===== config.mk =====
export PLATFORM = sky130hd
export DESIGN_NAME = rollback_store_buffer
export DESIGN_NICKNAME = d
export VERILOG_FILES = /design/src/rtl/sbuf_pkg.sv /design/src/rtl/sbuf_addr_cmp.sv /design/src/rtl/sbuf_ctrl.sv /design/src/rtl/sbuf_datapath.sv /design/src/rtl/rollback_store_buffer.sv
export SDC_FILE = /design/constraint.sdc
export NUM_CORES = 1
export LEC_CHECK = 0
export CORE_MARGIN = 8
export CORE_UTILIZATION = 30
export DETAILED_ROUTE_END_ITERATION = 10
export PLACE_DENSITY_LB_ADDON = 0.3
export SLEW_MARGIN = 20
export SYNTH_ARGS = -nofsm -noshare
export SYNTH_HDL_FRONTEND = slang
export SYNTH_HIERARCHICAL = 1
export SYNTH_SLANG_ARGS = --single-unit

===== constraint.sdc =====
create_clock -name clk -period 3.13 [get_ports clk]
set_input_delay 0.4695 -clock clk [delete_from_list [all_inputs] [get_ports clk]]
set_output_delay 0.4695 -clock clk [all_outputs]
set_load 0.005 [all_outputs]

===== src/rtl/sbuf_pkg.sv =====
package sbuf_pkg;

  typedef enum logic [1:0] {
    OP_NONE  = 2'd0,
    OP_LOAD  = 2'd1,
    OP_STORE = 2'd2,
    OP_TAS   = 2'd3
  } sbuf_op_e;

  // strobes from control to datapath
  typedef struct packed {
    logic push;     // enqueue a real store in slot 0
    logic pushTas;  // that store is the write half of a test-and-set
  } sbuf_strobe_t;

endpackage


===== src/rtl/sbuf_addr_cmp.sv =====
module sbuf_addr_cmp #(
  parameter int ADDR_W = 30,
  parameter int SEC_W  = 15
) (
  input  logic [ADDR_W-1:0] aAddr,
  input  logic [ADDR_W-1:0] bAddr,
  output logic              equal
);
  localparam int NSEC = (ADDR_W + SEC_W - 1) / SEC_W;

  logic [NSEC-1:0] secEq;

  // each section compares on its own; the full match is their AND
  for (genvar s = 0; s < NSEC; s++) begin : gSec
    localparam int LO = s * SEC_W;
    localparam int HI = ((s + 1) * SEC_W > ADDR_W) ? ADDR_W - 1 : (s + 1) * SEC_W - 1;
    assign secEq[s] = (aAddr[HI:LO] == bAddr[HI:LO]);
  end

  assign equal = &secEq;
endmodule


===== src/rtl/sbuf_ctrl.sv =====
module sbuf_ctrl
  import sbuf_pkg::*;
#(
  parameter int ADDR_W  = 30,
  parameter int ID_W    = 2,
  parameter int DEPTH   = 4,
  parameter int BLK_OFF = 2,
  localparam int BLK_W   = ADDR_W - BLK_OFF,
  localparam int DEPTH_W = $clog2(DEPTH + 1)
) (
  input  logic               reqValid,
  input  logic               reqWrite,
  input  logic               reqTas,
  input  logic [ID_W-1:0]    reqId,
  input  logic [ADDR_W-1:0]  reqAddr,
  input  logic               rbValid,
  input  logic [DEPTH_W-1:0] rbDepth,
  input  logic               lockActive,
  input  logic [BLK_W-1:0]   lockBlk,
  input  logic [ID_W-1:0]    lockOwner,
  output sbuf_strobe_t       strobes,
  output logic [DEPTH-1:0]   killMask,
  output logic               busy,
  output logic               rdValid
);
  sbuf_op_e opKind;
  logic     foreignHit;
  logic     accept;

  always_comb begin
    if (!reqValid || rbValid) opKind = OP_NONE;
    else if (reqTas)          opKind = OP_TAS;
    else if (reqWrite)        opKind = OP_STORE;
    else                      opKind = OP_LOAD;
  end

  assign foreignHit = lockActive &&
                      (reqAddr[ADDR_W-1:BLK_OFF] == lockBlk) &&
                      (reqId != lockOwner);

  assign busy   = (opKind != OP_NONE) &&
                  (foreignHit || ((opKind == OP_TAS) && lockActive));
  assign accept = (opKind != OP_NONE) && !busy;

  assign strobes.push    = accept && ((opKind == OP_STORE) || (opKind == OP_TAS));
  assign strobes.pushTas = accept && (opKind == OP_TAS);
  assign rdValid         = accept && ((opKind == OP_LOAD) || (opKind == OP_TAS));

  // slot i holds the store of i+1 cycles ago; depth p kills slots 0..p-1
  for (genvar i = 0; i < DEPTH; i++) begin : gKill
    assign killMask[i] = rbValid && (rbDepth > DEPTH_W'(i));
  end
endmodule


===== src/rtl/sbuf_datapath.sv =====
module sbuf_datapath
  import sbuf_pkg::*;
#(
  parameter int ADDR_W  = 30,
  parameter int SEC_W   = 15,
  parameter int DATA_W  = 32,
  parameter int ID_W    = 2,
  parameter int DEPTH   = 4,
  parameter int BLK_OFF = 2,
  localparam int BLK_W  = ADDR_W - BLK_OFF,
  localparam int IDX_W  = (DEPTH > 1) ? $clog2(DEPTH) : 1
) (
  input  logic              clk,
  input  logic              rstN,
  input  sbuf_strobe_t      strobes,
  input  logic [DEPTH-1:0]  killMask,
  input  logic [ADDR_W-1:0] reqAddr,
  input  logic [DATA_W-1:0] reqData,
  input  logic [ID_W-1:0]   reqId,
  input  logic [DATA_W-1:0] cacheRdData,
  output logic [DATA_W-1:0] rdData,
  output logic              lockActive,
  output logic [BLK_W-1:0]  lockBlk,
  output logic [ID_W-1:0]   lockOwner,
  output logic              cacheWrEn,
  output logic [ADDR_W-1:0] cacheWrAddr,
  output logic [DATA_W-1:0] cacheWrData
);
  logic [DEPTH-1:0]  qValid;
  logic [DEPTH-1:0]  qTas;
  logic [ADDR_W-1:0] qAddr [DEPTH];
  logic [DATA_W-1:0] qData [DEPTH];
  logic [ID_W-1:0]   qId   [DEPTH];
  logic [DEPTH-1:0]  addrEq;
  logic [DEPTH-1:0]  match;
  logic              fwdHit;
  logic [IDX_W-1:0]  fwdIdx;

  // slot 0: newest; takes a real store or an invalid placeholder every cycle
  always_ff @(posedge clk) begin
    if (!rstN) begin
      qValid[0] <= 1'b0;
      qTas[0]   <= 1'b0;
    end else begin
      qValid[0] <= strobes.push;
      qTas[0]   <= strobes.pushTas;
    end
  end

  always_ff @(posedge clk) begin
    qAddr[0] <= reqAddr;
    qData[0] <= reqData;
    qId[0]   <= reqId;
  end

  // older slots shift one place per cycle, dropping rolled-back entries
  for (genvar i = 1; i < DEPTH; i++) begin : gShift
    always_ff @(posedge clk) begin
      if (!rstN) begin
        qValid[i] <= 1'b0;
        qTas[i]   <= 1'b0;
      end else begin
        qValid[i] <= qValid[i-1] & ~killMask[i-1];
        qTas[i]   <= qTas[i-1]   & ~killMask[i-1];
      end
    end

    always_ff @(posedge clk) begin
      qAddr[i] <= qAddr[i-1];
      qData[i] <= qData[i-1];
      qId[i]   <= qId[i-1];
    end
  end

  // associative search, one sectioned comparator per slot
  for (genvar i = 0; i < DEPTH; i++) begin : gCam
    sbuf_addr_cmp #(
      .ADDR_W (ADDR_W),
      .SEC_W  (SEC_W)
    ) uCmp (
      .aAddr (qAddr[i]),
      .bAddr (reqAddr),
      .equal (addrEq[i])
    );
    assign match[i] = qValid[i] & addrEq[i];
  end

  // priority: lowest slot index is the most recent store
  always_comb begin
    fwdHit = 1'b0;
    fwdIdx = '0;
    for (int i = DEPTH - 1; i >= 0; i--) begin
      if (match[i]) begin
        fwdHit = 1'b1;
        fwdIdx = IDX_W'(i);
      end
    end
  end

  assign rdData = fwdHit ? qData[fwdIdx] : cacheRdData;

  // a lock lives exactly as long as its test-and-set store is queued
  always_comb begin
    lockActive = 1'b0;
    lockBlk    = '0;
    lockOwner  = '0;
    for (int i = 0; i < DEPTH; i++) begin
      if (qValid[i] && qTas[i]) begin
        lockActive = 1'b1;
        lockBlk    = qAddr[i][ADDR_W-1:BLK_OFF];
        lockOwner  = qId[i];
      end
    end
  end

  // head drains to the cache unless a full-depth rollback takes it
  assign cacheWrEn   = qValid[DEPTH-1] & ~killMask[DEPTH-1];
  assign cacheWrAddr = qAddr[DEPTH-1];
  assign cacheWrData = qData[DEPTH-1];
endmodule


===== src/rtl/rollback_store_buffer.sv =====
module rollback_store_buffer
  import sbuf_pkg::*;
#(
  parameter int ADDR_W  = 30,
  parameter int SEC_W   = 15,
  parameter int DATA_W  = 32,
  parameter int ID_W    = 2,
  parameter int DEPTH   = 4,
  parameter int BLK_OFF = 2,
  localparam int BLK_W   = ADDR_W - BLK_OFF,
  localparam int DEPTH_W = $clog2(DEPTH + 1)
) (
  input  logic               clk,
  input  logic               rstN,
  input  logic               reqValid,
  input  logic               reqWrite,
  input  logic               reqTas,
  input  logic [ID_W-1:0]    reqId,
  input  logic [ADDR_W-1:0]  reqAddr,
  input  logic [DATA_W-1:0]  reqData,
  output logic               busy,
  output logic               rdValid,
  output logic [DATA_W-1:0]  rdData,
  output logic [ADDR_W-1:0]  cacheRdAddr,
  input  logic [DATA_W-1:0]  cacheRdData,
  output logic               cacheWrEn,
  output logic [ADDR_W-1:0]  cacheWrAddr,
  output logic [DATA_W-1:0]  cacheWrData,
  input  logic               rbValid,
  input  logic [DEPTH_W-1:0] rbDepth
);
  sbuf_strobe_t     strobes;
  logic [DEPTH-1:0] killMask;
  logic             lockActive;
  logic [BLK_W-1:0] lockBlk;
  logic [ID_W-1:0]  lockOwner;

  assign cacheRdAddr = reqAddr;

  sbuf_ctrl #(
    .ADDR_W  (ADDR_W),
    .ID_W    (ID_W),
    .DEPTH   (DEPTH),
    .BLK_OFF (BLK_OFF)
  ) uCtrl (
    .reqValid   (reqValid),
    .reqWrite   (reqWrite),
    .reqTas     (reqTas),
    .reqId      (reqId),
    .reqAddr    (reqAddr),
    .rbValid    (rbValid),
    .rbDepth    (rbDepth),
    .lockActive (lockActive),
    .lockBlk    (lockBlk),
    .lockOwner  (lockOwner),
    .strobes    (strobes),
    .killMask   (killMask),
    .busy       (busy),
    .rdValid    (rdValid)
  );

  sbuf_datapath #(
    .ADDR_W  (ADDR_W),
    .SEC_W   (SEC_W),
    .DATA_W  (DATA_W),
    .ID_W    (ID_W),
    .DEPTH   (DEPTH),
    .BLK_OFF (BLK_OFF)
  ) uPath (
    .clk         (clk),
    .rstN        (rstN),
    .strobes     (strobes),
    .killMask    (killMask),
    .reqAddr     (reqAddr),
    .reqData     (reqData),
    .reqId       (reqId),
    .cacheRdData (cacheRdData),
    .rdData      (rdData),
    .lockActive  (lockActive),
    .lockBlk     (lockBlk),
    .lockOwner   (lockOwner),
    .cacheWrEn   (cacheWrEn),
    .cacheWrAddr (cacheWrAddr),
    .cacheWrData (cacheWrData)
  );
endmodule


==> flow_metrics.env <==
export IMPL_grt_pass1_vias=9455
export IMPL_violations="setup timing"
export IMPL_cap_violations=0
export IMPL_drc=0
export IMPL_placed_cells=1705
export IMPL_routed_via_count=8860
export IMPL_fin_skew_ns=0.0239
export IMPL_syn_area_um2=9810
export IMPL_die_w_um=197
export IMPL_grt_pass1_wl_mm=53.7
export IMPL_dr_pass1_iters=5
export IMPL_cpPeakStageDelay_ns=0.37
export IMPL_fin_nets=1432
export IMPL_worst_setup_path_start_kind="input port"
export IMPL_power_density_nw_per_um2=508
export IMPL_ctsHoldBuffers=0
export IMPL_slew_headroom_pct=68.9
export IMPL_drtIter0Drc=500
export IMPL_worst_slack_ns=-0.557
export IMPL_synthFlopType="dfxtp_1"
export IMPL_max_slew_worst_pin_slew_ns=0.463
export IMPL_grt_max_degree=37
export IMPL_fin_hold_ws_ns=0.337
export IMPL_cp_data_arrival_time_ns=3.22
export IMPL_grt_ovfl_total=0
export IMPL_syn_inst=941
export IMPL_final_cell_mix="dfxtp_1 (258), clkdlybuf4s50_1 (182), buf_4 (168)"
export IMPL_fin_crit_sh_pct=118
export IMPL_pin_count=232
export IMPL_layout_commonest_cell="dfxtp_1"
export IMPL_die_h_um=197
export IMPL_synthArstFlopShare_pct=0
export IMPL_htree_levels=1
export IMPL_synth_seq_area_share_pct=53.9
export IMPL_fin_crit_ns=3.69
export IMPL_start_util_pct=30.3
export IMPL_crit_buf_inv=8
export IMPL_ys_warnings_count=6
export IMPL_max_clock_freq_ghz=0.271
export IMPL_syn_num_nets=1046
export IMPL_end_kind="output pin"
export IMPL_dp_slack_ns=-1.31
export IMPL_post_drt_wl_per_cell_um=19.9
export IMPL_total_leakage_power_uw=0.00618
export IMPL_crit_path_cell_trace="dlygate4sd2_1 -> buf_4 -> xor2_1 -> nor4_2 -> nand4_1 -> buf_4 -> nor4_4 -> buf_4 -> and2_4 -> buf_12 -> buf_12 -> buf_6 -> o311ai_4 -> a31oi_1 -> buf_2"
export IMPL_drive_above_1_share_pct=27.2
export IMPL_cts_made_buffers=30
export IMPL_fin_cells=1791
export IMPL_syn_area_per_cell_um2=10.4
export IMPL_row_count=66
export IMPL_ys_ff_latch=264
export IMPL_antenna_found_initial=2
export IMPL_hold_violations=0
export IMPL_path_max_fanout=5
export IMPL_clk_pin_slew_ns=0.06
export IMPL_dpl_hpwl_mm=24.5
export IMPL_clock_sinks=264
export IMPL_ir_drop_uv=418
export IMPL_drv_slew=0
export IMPL_core_area_um2=32400
export IMPL_fin_tns_setup_ns=-16.88
export IMPL_synth_edf_count=0
export IMPL_finalSetupViolCount=34
export IMPL_postRouteAntennaNets=0
export IMPL_port_buffers=231
export IMPL_crit_path_frequent_cell="buf_4"
export IMPL_synth_cell_types=38
export IMPL_globalplace_congestion=0.821
export IMPL_syn_to_final_growth_pct=59.4
export IMPL_power_uw=7930
export IMPL_avgViaCountPerCell=4.95
export IMPL_critical_path_top_delay_family="buffers and inverters"
export IMPL_dieArea_um2=38700
export IMPL_required_ns=2.66
export IMPL_routed_wl_mm=35.7
export IMPL_clk_path_buf_depth=3
export IMPL_cts_tree="yes"
export IMPL_track_usage_pct=17.5
export IMPL_hp_class="in -> reg"
export IMPL_root_buffer="clkbuf_16"
export IMPL_crit_type="in -> out"
export IMPL_clk_latency_ns=0.55
export IMPL_slowest_stage="nor4_2"
export IMPL_rsz0062_at_grt="true"
export IMPL_status="finished, violations left"
-- cell usage after synthesis, drive strengths merged, types with 2 or more instances --
| cell | instances | area share [%] |
|---|---|---|
| a22o | 2 | 0.18 |
| a31oi | 61 | 3.9 |
| a32o | 31 | 3.2 |
| and2 | 8 | 0.51 |
| and3b | 6 | 0.54 |
| buf | 42 | 3.0 |
| clkbuf | 54 | 2.1 |
| dfxtp | 264 | 54 |
| nand2 | 37 | 1.4 |
| nand2b | 2 | 0.13 |
| nand3 | 38 | 1.9 |
| nand3b | 32 | 2.4 |
| nand4 | 18 | 1.1 |
| nor2 | 3 | 0.11 |
| nor3 | 31 | 1.6 |
| nor4 | 26 | 2.0 |
| o21a | 2 | 0.15 |
| o21ai | 91 | 4.6 |
| o311ai | 32 | 2.9 |
| xnor2 | 68 | 6.1 |
| xor2 | 82 | 7.3 |
-- registers in the layout, summed over array words and instances, names as in the netlist --
register and cells:
uPath/qId 8, uPath/qAddr 120, uPath/qValid 4, uPath/qTas 4, uPath/qData 128
-- metal layers --
metal / track usage, % / up-vias / share of wire, %
met4: 5.07 / 2 / 2.2
met1: 22.1 / 4270 / 42
li1: - / 4189 / -
met3: 5.53 / 52 / 8.9
met5: 0 / - / 0.036
met2: 28.5 / 347 / 46
-- power breakdown --
group          internal, uW  switching [uW]  total [uW]
Sequential             3540             119        3660
Clock                  2170            1390        3550
Combinational           440             277         717
Total                  6150            1780        7930
-- layout make-up --
type                    count  area (um2)
fillers                  3037       16700
flip-flops and latches    264        5300
multi-input cells         580        4450
repair buffers            450        4320
clock buffers              43         871
well taps                 442         553
clock inverters            10         133
inverters                   1        3.75
diodes                      1        2.50
-- timing repair --
item / CTS / global route
pin swaps: 70 / 21
setup endpoints to repair: 34 / 34
resized for setup: 268 / 31
setup buffers: 23 / 3
gates cloned: 6 / 3
-- final timing paths --
check / endpoint / slack, ns / cells past startpoint / start
worst max-delay path: rdData[15] / -0.56 / 15 / reqAddr[18]
worst min-delay path: uPath/qAddr[0][3] / 0.34 / 2 / reqAddr[3]
worst max register to register: uPath/qValid[0] / 0.71 / 11 / uPath/qTas[1]
worst min register to register: uPath/qData[3][3] / 0.34 / 0 / uPath/qData[2][3]
-- through the flow --
stage	instance area (um2)	utilization, %
after floorplan	9810	-
after global placement	13800	42.8
after detailed placement	13800	42.8
after CTS	15400	47.7
after global routing	15600	48.3
final	15600	48.3
-- cells by family after synthesis --
kind of cell | Yosys count | share of synthesized area, %
buf+inv | 97 | 5.10
compound gates | 226 | 15.5
flops | 264 | 53.9
simple gates | 204 | 12.1
xor+xnor | 150 | 13.4
Note: power is estimated with default switching activity, not from simulation.
